<file path="config.mk">
export PLATFORM = sky130hd
export DESIGN_NAME = dma_evt_trigger
export DESIGN_NICKNAME = d
export VERILOG_FILES = /design/src/rtl/dma_evt_pkg.sv /design/src/rtl/dma_evt_regs.sv /design/src/rtl/dma_evt_match.sv /design/src/rtl/dma_evt_arb.sv /design/src/rtl/dma_evt_trigger.sv
export SDC_FILE = /design/constraint.sdc
export NUM_CORES = 1
export LEC_CHECK = 0
export BUFFER_PORTS_ARGS = -buffer_cell sky130_fd_sc_hd__buf_2
export CAP_MARGIN = 20
export CORE_UTILIZATION = 30
export CTS_BUF_LIST = sky130_fd_sc_hd__clkbuf_16
export DETAILED_ROUTE_END_ITERATION = 10
export PLACE_DENSITY_LB_ADDON = 0.12
export SLEW_MARGIN = 15
export SYNTH_ARGS = -nofsm -noshare
export SYNTH_HDL_FRONTEND = slang
export SYNTH_SLANG_ARGS = --single-unit
</file>
<file path="constraint.sdc">
create_clock -name clk -period 1.48 [get_ports clk]
set_input_delay 0.074 -clock clk [delete_from_list [all_inputs] [get_ports clk]]
set_output_delay 0.074 -clock clk [all_outputs]
set_load 0.02 [all_outputs]
</file>
<file path="src/rtl/dma_evt_pkg.sv">
package dma_evt_pkg;
  localparam int CFG_W      = 32;
  localparam int BIT_FORCE  = 7;
  localparam int BIT_KILL   = 6;
  localparam int BIT_PATEN  = 5;
  localparam int BIT_STEN   = 4;
  localparam int BIT_ABEN   = 3;
  localparam int START_LSB  = 8;

  typedef struct packed {
    logic irq_start;
    logic sw_start;
    logic irq_abort;
    logic sw_abort;
    logic pat_abort;
  } evt_cause_t;
endpackage

</file>
<file path="src/rtl/dma_evt_regs.sv">
module dma_evt_regs
  import dma_evt_pkg::*;
#(
  parameter int IRQ_W = 8
) (
  input  logic             clk,
  input  logic             rst_n,
  input  logic             we,
  input  logic [CFG_W-1:0] wdata,
  output logic [IRQ_W-1:0] start_sel,
  output logic [IRQ_W-1:0] abort_sel,
  output logic             pat_en,
  output logic             st_en,
  output logic             ab_en,
  output logic             sw_start,
  output logic             sw_abort,
  output logic [CFG_W-1:0] rdata
);
  localparam int ABORT_LSB = START_LSB + IRQ_W;

  always_ff @(posedge clk) begin
    if (!rst_n) begin
      start_sel <= '1;
      abort_sel <= '1;
      pat_en    <= 1'b0;
      st_en     <= 1'b0;
      ab_en     <= 1'b0;
    end else if (we) begin
      start_sel <= wdata[START_LSB +: IRQ_W];
      abort_sel <= wdata[ABORT_LSB +: IRQ_W];
      pat_en    <= wdata[BIT_PATEN];
      st_en     <= wdata[BIT_STEN];
      ab_en     <= wdata[BIT_ABEN];
    end
  end

  // command bits act in the cycle of the write and are never stored
  assign sw_start = we & wdata[BIT_FORCE];
  assign sw_abort = we & wdata[BIT_KILL];

  always_comb begin
    rdata = '0;
    rdata[START_LSB +: IRQ_W] = start_sel;
    rdata[ABORT_LSB +: IRQ_W] = abort_sel;
    rdata[BIT_PATEN]          = pat_en;
    rdata[BIT_STEN]           = st_en;
    rdata[BIT_ABEN]           = ab_en;
  end
endmodule

</file>
<file path="src/rtl/dma_evt_match.sv">
module dma_evt_match #(
  parameter int IRQ_W = 8
) (
  input  logic             valid,
  input  logic [IRQ_W-1:0] num,
  input  logic [IRQ_W-1:0] sel,
  input  logic             en,
  output logic             hit
);
  assign hit = valid & en & (num == sel);
endmodule

</file>
<file path="src/rtl/dma_evt_arb.sv">
module dma_evt_arb
  import dma_evt_pkg::*;
(
  input  logic       clk,
  input  logic       rst_n,
  input  evt_cause_t cause,
  input  logic       chan_en,
  input  logic       flag_clr,
  output logic       start_q,
  output logic       abort_q,
  output logic       en_clr_q,
  output logic       flag_q
);
  logic any_abort, any_start;

  assign any_abort = cause.irq_abort | cause.sw_abort | cause.pat_abort;
  assign any_start = (cause.irq_start | cause.sw_start) & chan_en;

  always_ff @(posedge clk) begin
    if (!rst_n) begin
      start_q  <= 1'b0;
      abort_q  <= 1'b0;
      en_clr_q <= 1'b0;
      flag_q   <= 1'b0;
    end else begin
      start_q  <= any_start & ~any_abort;
      abort_q  <= any_abort;
      en_clr_q <= cause.pat_abort;
      flag_q   <= any_abort | (flag_q & ~flag_clr);
    end
  end
endmodule

</file>
<file path="src/rtl/dma_evt_trigger.sv">
module dma_evt_trigger
  import dma_evt_pkg::*;
#(
  parameter int IRQ_W = 8
) (
  input  logic             clk,
  input  logic             rst_n,
  input  logic             cfg_we,
  input  logic [31:0]      cfg_wdata,
  output logic [31:0]      cfg_rdata,
  input  logic             irq_valid,
  input  logic [IRQ_W-1:0] irq_num,
  input  logic             chan_en,
  input  logic             pat_match,
  input  logic             abort_flag_clr,
  output logic             start_pulse,
  output logic             abort_pulse,
  output logic             chan_en_clr,
  output logic             abort_flag
);
  localparam int N_MATCH = 2;

  logic [IRQ_W-1:0] start_sel, abort_sel;
  logic             pat_en, st_en, ab_en, sw_start, sw_abort;
  logic [IRQ_W-1:0] sel_v [N_MATCH];
  logic             en_v  [N_MATCH];
  logic [N_MATCH-1:0] hit_v;
  evt_cause_t       cause;

  dma_evt_regs #(.IRQ_W(IRQ_W)) u_regs (
    .clk(clk), .rst_n(rst_n), .we(cfg_we), .wdata(cfg_wdata),
    .start_sel(start_sel), .abort_sel(abort_sel), .pat_en(pat_en),
    .st_en(st_en), .ab_en(ab_en), .sw_start(sw_start),
    .sw_abort(sw_abort), .rdata(cfg_rdata)
  );

  // index 0: start comparator, index 1: abort comparator
  assign sel_v[0] = start_sel;
  assign en_v[0]  = st_en;
  assign sel_v[1] = abort_sel;
  assign en_v[1]  = ab_en;

  for (genvar g = 0; g < N_MATCH; g++) begin : g_match
    dma_evt_match #(.IRQ_W(IRQ_W)) u_match (
      .valid(irq_valid), .num(irq_num), .sel(sel_v[g]),
      .en(en_v[g]), .hit(hit_v[g])
    );
  end

  assign cause.irq_start = hit_v[0];
  assign cause.sw_start  = sw_start;
  assign cause.irq_abort = hit_v[1];
  assign cause.sw_abort  = sw_abort;
  assign cause.pat_abort = pat_en & pat_match;

  dma_evt_arb u_arb (
    .clk(clk), .rst_n(rst_n), .cause(cause), .chan_en(chan_en),
    .flag_clr(abort_flag_clr), .start_q(start_pulse), .abort_q(abort_pulse),
    .en_clr_q(chan_en_clr), .flag_q(abort_flag)
  );
endmodule

</file>
==> flow_summary.toml, run 1 <==
[run_status]
status = "finished, final reports clean"

[placed_design]
dpl_cell_area_um2 = 1381
io_buffer_count = 58
gp_congestion = 0.6776
dp_hpwl_um = 1877
dp_slack_ps = 311.8
place_inst = 211

[clocking]
cts_sinks = 23
hold_buffers = 0
ctsResizeCount = 0
root_buffer = "clkbuf_16"
clkTransAtPathRegs_ps = 60
htree_levels = 1
post_cts_buffers = 0
clockBufferDepth = 2
clock_latency_ps = 250
cts_made_buffers = 3
tritoncts = "yes"

[setup_path]
path_class = "reg2reg"
crit_chain = "xnor2_1 > nand3_1 > o31a_1 > a21boi_1"
crit_required_ps = 1620
timing.critical_path.buf_inv = 0
cp-end-kind = "flop"
worstPathMaxFanout = 3
start_kind = "flop"
crit_slowest_cell = "dfxtp_1"
cp_data_arrival_time_ps = 1310
slowest_delay_ps = 330
cpLargestDelayFamily = "compound AO/OA/AOI/OAI gates"

[floorplan]
num_io_pins = 83
fp.dieW_um = 62.86
start_util_pct = 32.28
row_count = 21
die_area_um2 = 3951
die_h_um = 62.86
coreArea_um2 = 3442

[finish]
n_antenna_cell = 0
drive_above_1_share_pct = 37.87
final-seq-area_um2 = 460.4
finalNonFillerCells = 215
fin_nets = 217
syn_to_final_growth_pct = 31.42
design_area_um2 = 1460
multi_input_area_um2 = 558.0
num-fill-cells = 357
fin_util_pct = 42.42

[pwr]
p_switching_mw = 0.4036
combPwrFrac_pct = 18.7
ir_worst_vdd_v = 0.0005566
pwr-share-clk_pct = 36.9
internal-power_mw = 1.140
seq_power_share_pct = 44.4
power_mw = 1.544
swShare_pct = 26.15
power_density_nw_per_um2 = 1057
leakagePower_nw = 0.7127

[grt]
gr-total-overflow = 0
grt_max_degree = 24
antenna_found_initial = 0
grt_pass1_vias = 850
grt_first_pass_wirelength_um = 4002
grt_usage_pct = 12.99

[synth]
synth.distinct_cells = 20
yosys_most_used_dff = "dfxtp_1"
async_flop_share_pct = 0
yosysMostFrequentCell = "dfxtp_1"
yosys_warnings = 0
synth_top_area_share_pct = 41.44
netlist_area_um2 = 1111
synth_edf_count = 0
avgSynthCellArea_um2 = 9.832
synth_seq_cells = 23
synth.top_cells.by_count = "23 x dfxtp_1, 19 x mux2i_1, 16 x buf_4, 16 x nand2_1, 10 x xnor2_1"
syn_inst = 113
yosysTopAreaCell = "dfxtp_1"
ys_seq_area_share_pct = 41.44
synth.area.top_cells = "dfxtp_1 41%, mux2i_1 17%, buf_4 11%"

[routing]
viasPerCell = 4.149
drt-total-wl_um = 2427
drc = 0
vias = 892
wl_per_cell_um = 11.29
drtAntennaViolNets = 0
drtIter0Drc = 17
firstDrtPassIters = 4

[timing]
finalSetupTns_ps = 0
min_period_ps = 1170
drv_slew = 0
worst_slack_ps = 309.6
fin_skew_ps = 2.176
setup_viol_count_final = 0
max_freq_ghz = 0.8544
hold_viol = 0
fin_crit_sh_pct = 79.08
hold_slack_ps = 33.04
rsz0062_at_grt = "false"

[min_path]
hp-class = "in2reg"

[job]
max_cap_viol_count = 0
## cell type report
| class | instances | share of cell area (%) |
|---|---|---|
| repair buffers | 60 | 20.91 |
| flip-flops and latches | 23 | 31.53 |
| multi-input cells | 82 | 38.22 |
| clock inverters | 1 | 0.2571 |
| well taps | 46 | 3.942 |
| clock buffers | 3 | 5.141 |
## final timing paths
kind                                                    endpoint  depth (start not counted)  slack (ps)                             start
worst max register to register          u_arb.start_q$_SDFF_PN0_                          4         310  u_regs.abort_sel[7]$_SDFFE_PN1P_
worst max-delay path                    u_arb.start_q$_SDFF_PN0_                          4         310  u_regs.abort_sel[7]$_SDFFE_PN1P_
worst min register to register           u_arb.flag_q$_SDFF_PN0_                          2         490           u_arb.flag_q$_SDFF_PN0_
worst min-delay path            u_regs.abort_sel[4]$_SDFFE_PN1P_                          3          30                     cfg_wdata[20]
## power groups by stage
stage	logic [mW]	registers (mW)	clock network [mW]
floorplan	0.178	0.732	0
global placement	0.290	0.698	0
detailed placement	0.291	0.699	0
CTS	0.292	0.685	0.584
global route	0.316	0.690	0.614
finish	0.288	0.685	0.570
## tightest hold or removal path: stages
cell	delay [ps]
buf_2	70
mux2i_1	50
nand2_1	50
## routing by layer
layer | up-vias | share of wire [%] | global-route usage (%)
li1 | 456 | - | -
met1 | 381 | 46 | 16.63
met3 | 4 | 10 | 5.109
met2 | 51 | 42 | 18.89
met4 | 0 | 1.7 | 6.105
met5 | - | 0 | 0
## kinds of logic (layout without fill, tap and decap cells)
family          after synthesis  count (layout)  synth area share (%)
simple gates                 30              30                 12.95
flops                        23              23                 41.44
buf+inv                      20              64                 12.39
mux                          19              19                 17.12
xor+xnor                     16              16                 12.61
compound gates                4               4                 3.154
other cells                   1              13                0.3375
## placed cells by master, fill, tap and decap left out, types with 2 or more instances in the layout
cell type | netlist | routed
buf_2 | 2 | 58
clkbuf_16 | 0 | 3
conb_1 | 1 | 13
mux2i_1 | 19 | 19
xor2_1 | 6 | 6
xnor2_1 | 10 | 10
nand2_1 | 16 | 16
buf_4 | 16 | 2
nand3_1 | 2 | 2
nor2b_1 | 4 | 4
dfxtp_1 | 23 | 23
nand4_1 | 4 | 4
## flip-flops by register name, indices dropped and copies added, names as in the netlist
name              cells
u_regs.abort_sel      8
u_regs.start_sel      8
u_arb.abort_q         1
u_arb.en_clr_q        1
u_arb.flag_q          1
u_arb.start_q         1
u_regs.ab_en          1
u_regs.pat_en         1
u_regs.st_en          1
(Power assumes the default switching activity.)
==> run 2, diff against run 1 <==
==> constraint.sdc (replaced) <==
create_clock -name clk -period 1 [get_ports clk]
set_input_delay 0.05 -clock clk [delete_from_list [all_inputs] [get_ports clk]]
set_output_delay 0.05 -clock clk [all_outputs]
set_load 0.02 [all_outputs]
==> flow_summary.toml, run 2 (same netlist as run 1, synthesis figures left out) <==
[timing]
min_period_ps = 1197
hold_viol = 0
worst_slack_ps = -197.2
fin_skew_ps = 1.340
hold_slack_ps = 5.890
max_freq_ghz = 0.8353
fin_crit_sh_pct = 119.7
finalSetupTns_ps = -433.8
rsz0062_at_grt = "true"
drv_slew = 0
setup_viol_count_final = 3

[grt]
gr-total-overflow = 0
grt_max_degree = 24
grt_first_pass_wirelength_um = 4043
grt_pass1_vias = 887
antenna_found_initial = 0
grt_usage_pct = 13.38

[setup_path]
worstPathMaxFanout = 3
r2r_setup_slack_ps = -200
cp-end-kind = "flop"
start_kind = "flop"
crit_required_ps = 1140
path_class = "reg2reg"
slowest_delay_ps = 350
cp_data_arrival_time_ps = 1340
crit_chain = "xnor2_1 > nand3_1 > o31a_1 > a21boi_1"
crit_slowest_cell = "dfxtp_4"

[routing]
top_layer_used = "met4"
wl_met3_um = 218
drtAntennaViolNets = 0
wl_per_cell_um = 11.17
drc = 0
drtIter0Drc = 29
viasPerCell = 4.265
vias = 981
met2_length_um = 1156
firstDrtPassIters = 4
drt-total-wl_um = 2568
drt-met1-wl_um = 1160

[pwr]
swShare_pct = 26.12
p_switching_mw = 0.6149
ir_worst_vdd_v = 0.0007929
leakagePower_nw = 0.8040
pwr-share-clk_pct = 35.9
seq_power_share_pct = 42.8
internal-power_mw = 1.739
combPwrFrac_pct = 21.3
power_density_nw_per_um2 = 1452

[finish]
num-fill-cells = 357
drive_above_1_share_pct = 50.00
fin_nets = 232
design_area_um2 = 1622
layout_commonest_cell = "buf_2"
syn_to_final_growth_pct = 45.95
reg_top3 = "u_regs.abort_sel x8, u_regs.start_sel x8"
n_antenna_cell = 0
layout_common_cells = "58 x buf_2, 19 x mux2i_1, 17 x buf_4"
fin_util_pct = 47.11
multi_input_area_um2 = 588.1
final-seq-area_um2 = 479.2

[run_status]
violations = "setup timing"
status = "finished with violations"

[clocking]
tritoncts = "yes"
root_buffer = "clkbuf_16"
cts_sinks = 23
cts_made_buffers = 3
htree_levels = 1
clkTransAtPathRegs_ps = 60
clockBufferDepth = 2
clock_latency_ps = 250

[floorplan]
fp.dieW_um = 62.86
start_util_pct = 32.28
die_area_um2 = 3951
die_h_um = 62.86
coreArea_um2 = 3442
row_count = 21
num_io_pins = 83

[placed_design]
dp_hpwl_um = 2013
dp_slack_ps = -167.6
io_buffer_count = 58
gp_congestion = 0.7135
dpl_cell_area_um2 = 1511

[min_path]
hp-class = "in2reg"

[job]
max_cap_viol_count = 0
-- run 2: stage by stage --
| stage | std cells | power, mW |
|---|---|---|
| global route | 230 | 2.473 |
| finish | 230 | 2.354 |
| detailed placement | 226 | 1.517 |
| global placement | 226 | 1.512 |
| floorplan | 125 | 1.348 |
| CTS | 230 | 2.383 |
-- run 2: path summary, 6_finish.rpt --
path,endpoint,from,depth (start not counted)
hold / removal,u_regs.start_sel[6]$_SDFFE_PN1P_,cfg_wdata[14],3
setup / recovery,u_arb.start_q$_SDFF_PN0_,u_regs.abort_sel[3]$_SDFFE_PN1P_,4
hold reg to reg,u_arb.flag_q$_SDFF_PN0_,u_arb.flag_q$_SDFF_PN0_,2
setup reg to reg,u_arb.start_q$_SDFF_PN0_,u_regs.abort_sel[3]$_SDFFE_PN1P_,4
-- run 2: final cells by class --
type	instances	area share, %
clock buffer	3	4.630
clock inverter	1	0.2315
multi-input combinational	82	36.27
sequential	23	29.55
tap	46	3.549
timing repair buffer	75	25.77
-- run 2: critical path: cells and delay by family, from the launching register on --
kind / cells / cell delay, ps
compound gates: 2 / 460
flops: 1 / 350
xor+xnor: 1 / 180
simple gates: 1 / 100
-- run 2: repair_timing --
item | 4_1_cts | 5_1_grt
endpoints found under the hold margin | 0 | 0
gates resized for setup | 2 | 3
pin swaps | 6 | 5
setup buffers | 0 | 0
endpoints found under the setup margin | 3 | 3
hold buffers | 0 | 0
-- run 2: metal layers --
layer | track usage [%] | vias to the layer above
li1 | - | 491
met1 | 16.32 | 434
met2 | 20.52 | 52
met3 | 5.839 | 4
met4 | 5.233 | 0
met5 | 0 | -
-- run 2: power by group through the flow --
| stage | Combinational (mW) | Sequential, mW | Clock [mW] |
|---|---|---|---|
| after global placement | 0.488 | 1.02 | 0 |
| after global routing | 0.544 | 1.01 | 0.914 |
| after CTS | 0.501 | 1.01 | 0.875 |
| after detailed placement | 0.492 | 1.02 | 0 |
| final | 0.501 | 1.01 | 0.845 |
| after floorplan | 0.263 | 1.08 | 0 |
==> run 3, diff against run 2 <==
--- a/config.mk
+++ b/config.mk
@@ -10,6 +10,7 @@
 export CORE_UTILIZATION = 30
 export CTS_BUF_LIST = sky130_fd_sc_hd__clkbuf_16
 export DETAILED_ROUTE_END_ITERATION = 10
+export MAX_ROUTING_LAYER = met4
 export PLACE_DENSITY_LB_ADDON = 0.12
 export SLEW_MARGIN = 15
 export SYNTH_ARGS = -nofsm -noshare
==> flow_summary.toml, run 3 (same netlist as run 1, synthesis figures left out) <==
[routing]
drt-total-wl_um = 2569
vias = 981
wl_per_cell_um = 11.17
drtAntennaViolNets = 0
viasPerCell = 4.265
firstDrtPassIters = 4
drtIter0Drc = 29
drc = 0

[placed_design]
io_buffer_count = 58
gp_congestion = 0.7217
dpl_cell_area_um2 = 1511
dp_slack_ps = -167.6
dp_hpwl_um = 2013

[timing]
hold_viol = 0
drv_slew = 0
fin_skew_ps = 1.271
fin_crit_sh_pct = 119.7
max_freq_ghz = 0.8353
min_period_ps = 1197
rsz0062_at_grt = "true"
worst_slack_ps = -197.2
setup_viol_count_final = 3

[finish]
reg_top3 = "u_regs.abort_sel x8, u_regs.start_sel x8"
n_antenna_cell = 0
design_area_um2 = 1622
multi_input_area_um2 = 588.1
layout_commonest_cell = "buf_2"
num-fill-cells = 357
syn_to_final_growth_pct = 45.95
fin_nets = 232
drive_above_1_share_pct = 50.00
layout_common_cells = "58 x buf_2, 19 x mux2i_1, 17 x buf_4"
final-seq-area_um2 = 479.2

[setup_path]
r2r_end = "u_arb.start_q$_SDFF_PN0_"
crit_chain = "xnor2_1 > nand3_1 > o31a_1 > a21boi_1"
reg2reg_from = "u_regs.abort_sel[3]$_SDFFE_PN1P_"
worstPathMaxFanout = 3
slowest_delay_ps = 350
cpLargestDelayFamily = "compound AO/OA/AOI/OAI gates"
cp-end-kind = "flop"
path_class = "reg2reg"
crit_required_ps = 1140
cp_data_arrival_time_ps = 1340
r2r_setup_slack_ps = -200
r2r_cells = 4
start_kind = "flop"
crit_slowest_cell = "dfxtp_4"
timing.critical_path.buf_inv = 0

[grt]
grt_use_met1_pct = 16.65
use_met3_pct = 5.292
busiest_layer = "met2"
gr-total-overflow = 0
grt_usage_pct = 13.76
grt_first_pass_wirelength_um = 4050
grt_max_degree = 24
antenna_found_initial = 0
grt_use_met2_pct = 20.52
grt_pass1_vias = 883

[pwr]
seq_power_share_pct = 42.8
combPwrFrac_pct = 21.3
p_switching_mw = 0.6156
leakagePower_nw = 0.8040
swShare_pct = 26.14
internal-power_mw = 1.739
pwr-share-clk_pct = 35.9
power_density_nw_per_um2 = 1452
ir_worst_vdd_v = 0.0007936

[floorplan]
coreArea_um2 = 3442
fp.dieW_um = 62.86
num_io_pins = 83
row_count = 21
die_area_um2 = 3951
start_util_pct = 32.28
die_h_um = 62.86

[clocking]
htree_levels = 1
cts_made_buffers = 3
clock_latency_ps = 250
cts_sinks = 23
tritoncts = "yes"
clockBufferDepth = 2
root_buffer = "clkbuf_16"
clkTransAtPathRegs_ps = 60

[min_path]
min_to = "u_regs.start_sel[6]$_SDFFE_PN1P_"
hold_start = "cfg_wdata[14]"
hp-class = "in2reg"
hold_depth = 3

[job]
max_cap_viol_count = 0

[run_status]
violations = "setup timing"
status = "finished with violations"
run 3: cell counts in the layout (fill, tap and decap cells not counted):
Identical to the previous run, type by type.
run 3: what timing repair did:
action | 4_1_cts | 5_1_grt
setup buffers | 0 | 0
setup endpoints to repair | 3 | 3
pin swaps | 6 | 5
gates cloned | 0 | 0
gates resized for setup | 2 | 3
hold buffers | 0 | 0
run 3: worst max path at each step:
stage,start,endpoint,cells after the start
after floorplan,u_regs.abort_sel[4]$_SDFFE_PN1P_,u_arb.start_q$_SDFF_PN0_,4
after global placement,u_regs.abort_sel[7]$_SDFFE_PN1P_,u_arb.start_q$_SDFF_PN0_,4
after detailed placement,u_regs.abort_sel[5]$_SDFFE_PN1P_,u_arb.start_q$_SDFF_PN0_,4
after CTS,u_regs.abort_sel[0]$_SDFFE_PN1P_,u_arb.start_q$_SDFF_PN0_,4
after global routing,u_regs.abort_sel[3]$_SDFFE_PN1P_,u_arb.start_q$_SDFF_PN0_,4
final,u_regs.abort_sel[3]$_SDFFE_PN1P_,u_arb.start_q$_SDFF_PN0_,4
run 3: layout make-up:
cell class | instances | area share, %
clock buffer | 3 | 4.630
clock inverter | 1 | 0.2315
multi-input combinational | 82 | 36.27
sequential | 23 | 29.55
tap | 46 | 3.549
timing repair buffer | 75 | 25.77
run 3: per-stage QoR:
stage          hold slack (ps)  utilization (%)  TNS, ps  cells  power, mW
2_1_floorplan            177.9                -   -223.7    125      1.348
4_1_cts                  4.504            46.64   -303.7    230      2.383
3_3_place_gp             262.8            43.91   -271.9    226      1.512
6_report                 5.666            47.11   -433.8    230      2.355
5_1_grt                  10.41            47.11   -556.4    230      2.473
3_5_place_dp             270.6            43.91   -335.1    226      1.517
run 3: worst register-to-register path, delay by kind of cell (launching register included):
kind | cells | cell delay, ps
compound gates | 2 | 460
xor+xnor | 1 | 180
flops | 1 | 350
simple gates | 1 | 100
run 3: metal layers:
metal / up-vias / part of all wire, %
met2: 52 / 45
met1: 434 / 46
met4: 0 / 1.3
met5: - / 0
li1: 491 / -
met3: 4 / 7.6
run 3: power groups by stage:
stage	clock network (mW)	registers, mW	logic [mW]
final	0.845	1.01	0.501
after global routing	0.914	1.01	0.544
after detailed placement	0	1.02	0.492
after floorplan	0	1.08	0.263
after CTS	0.875	1.01	0.501
after global placement	0	1.02	0.488
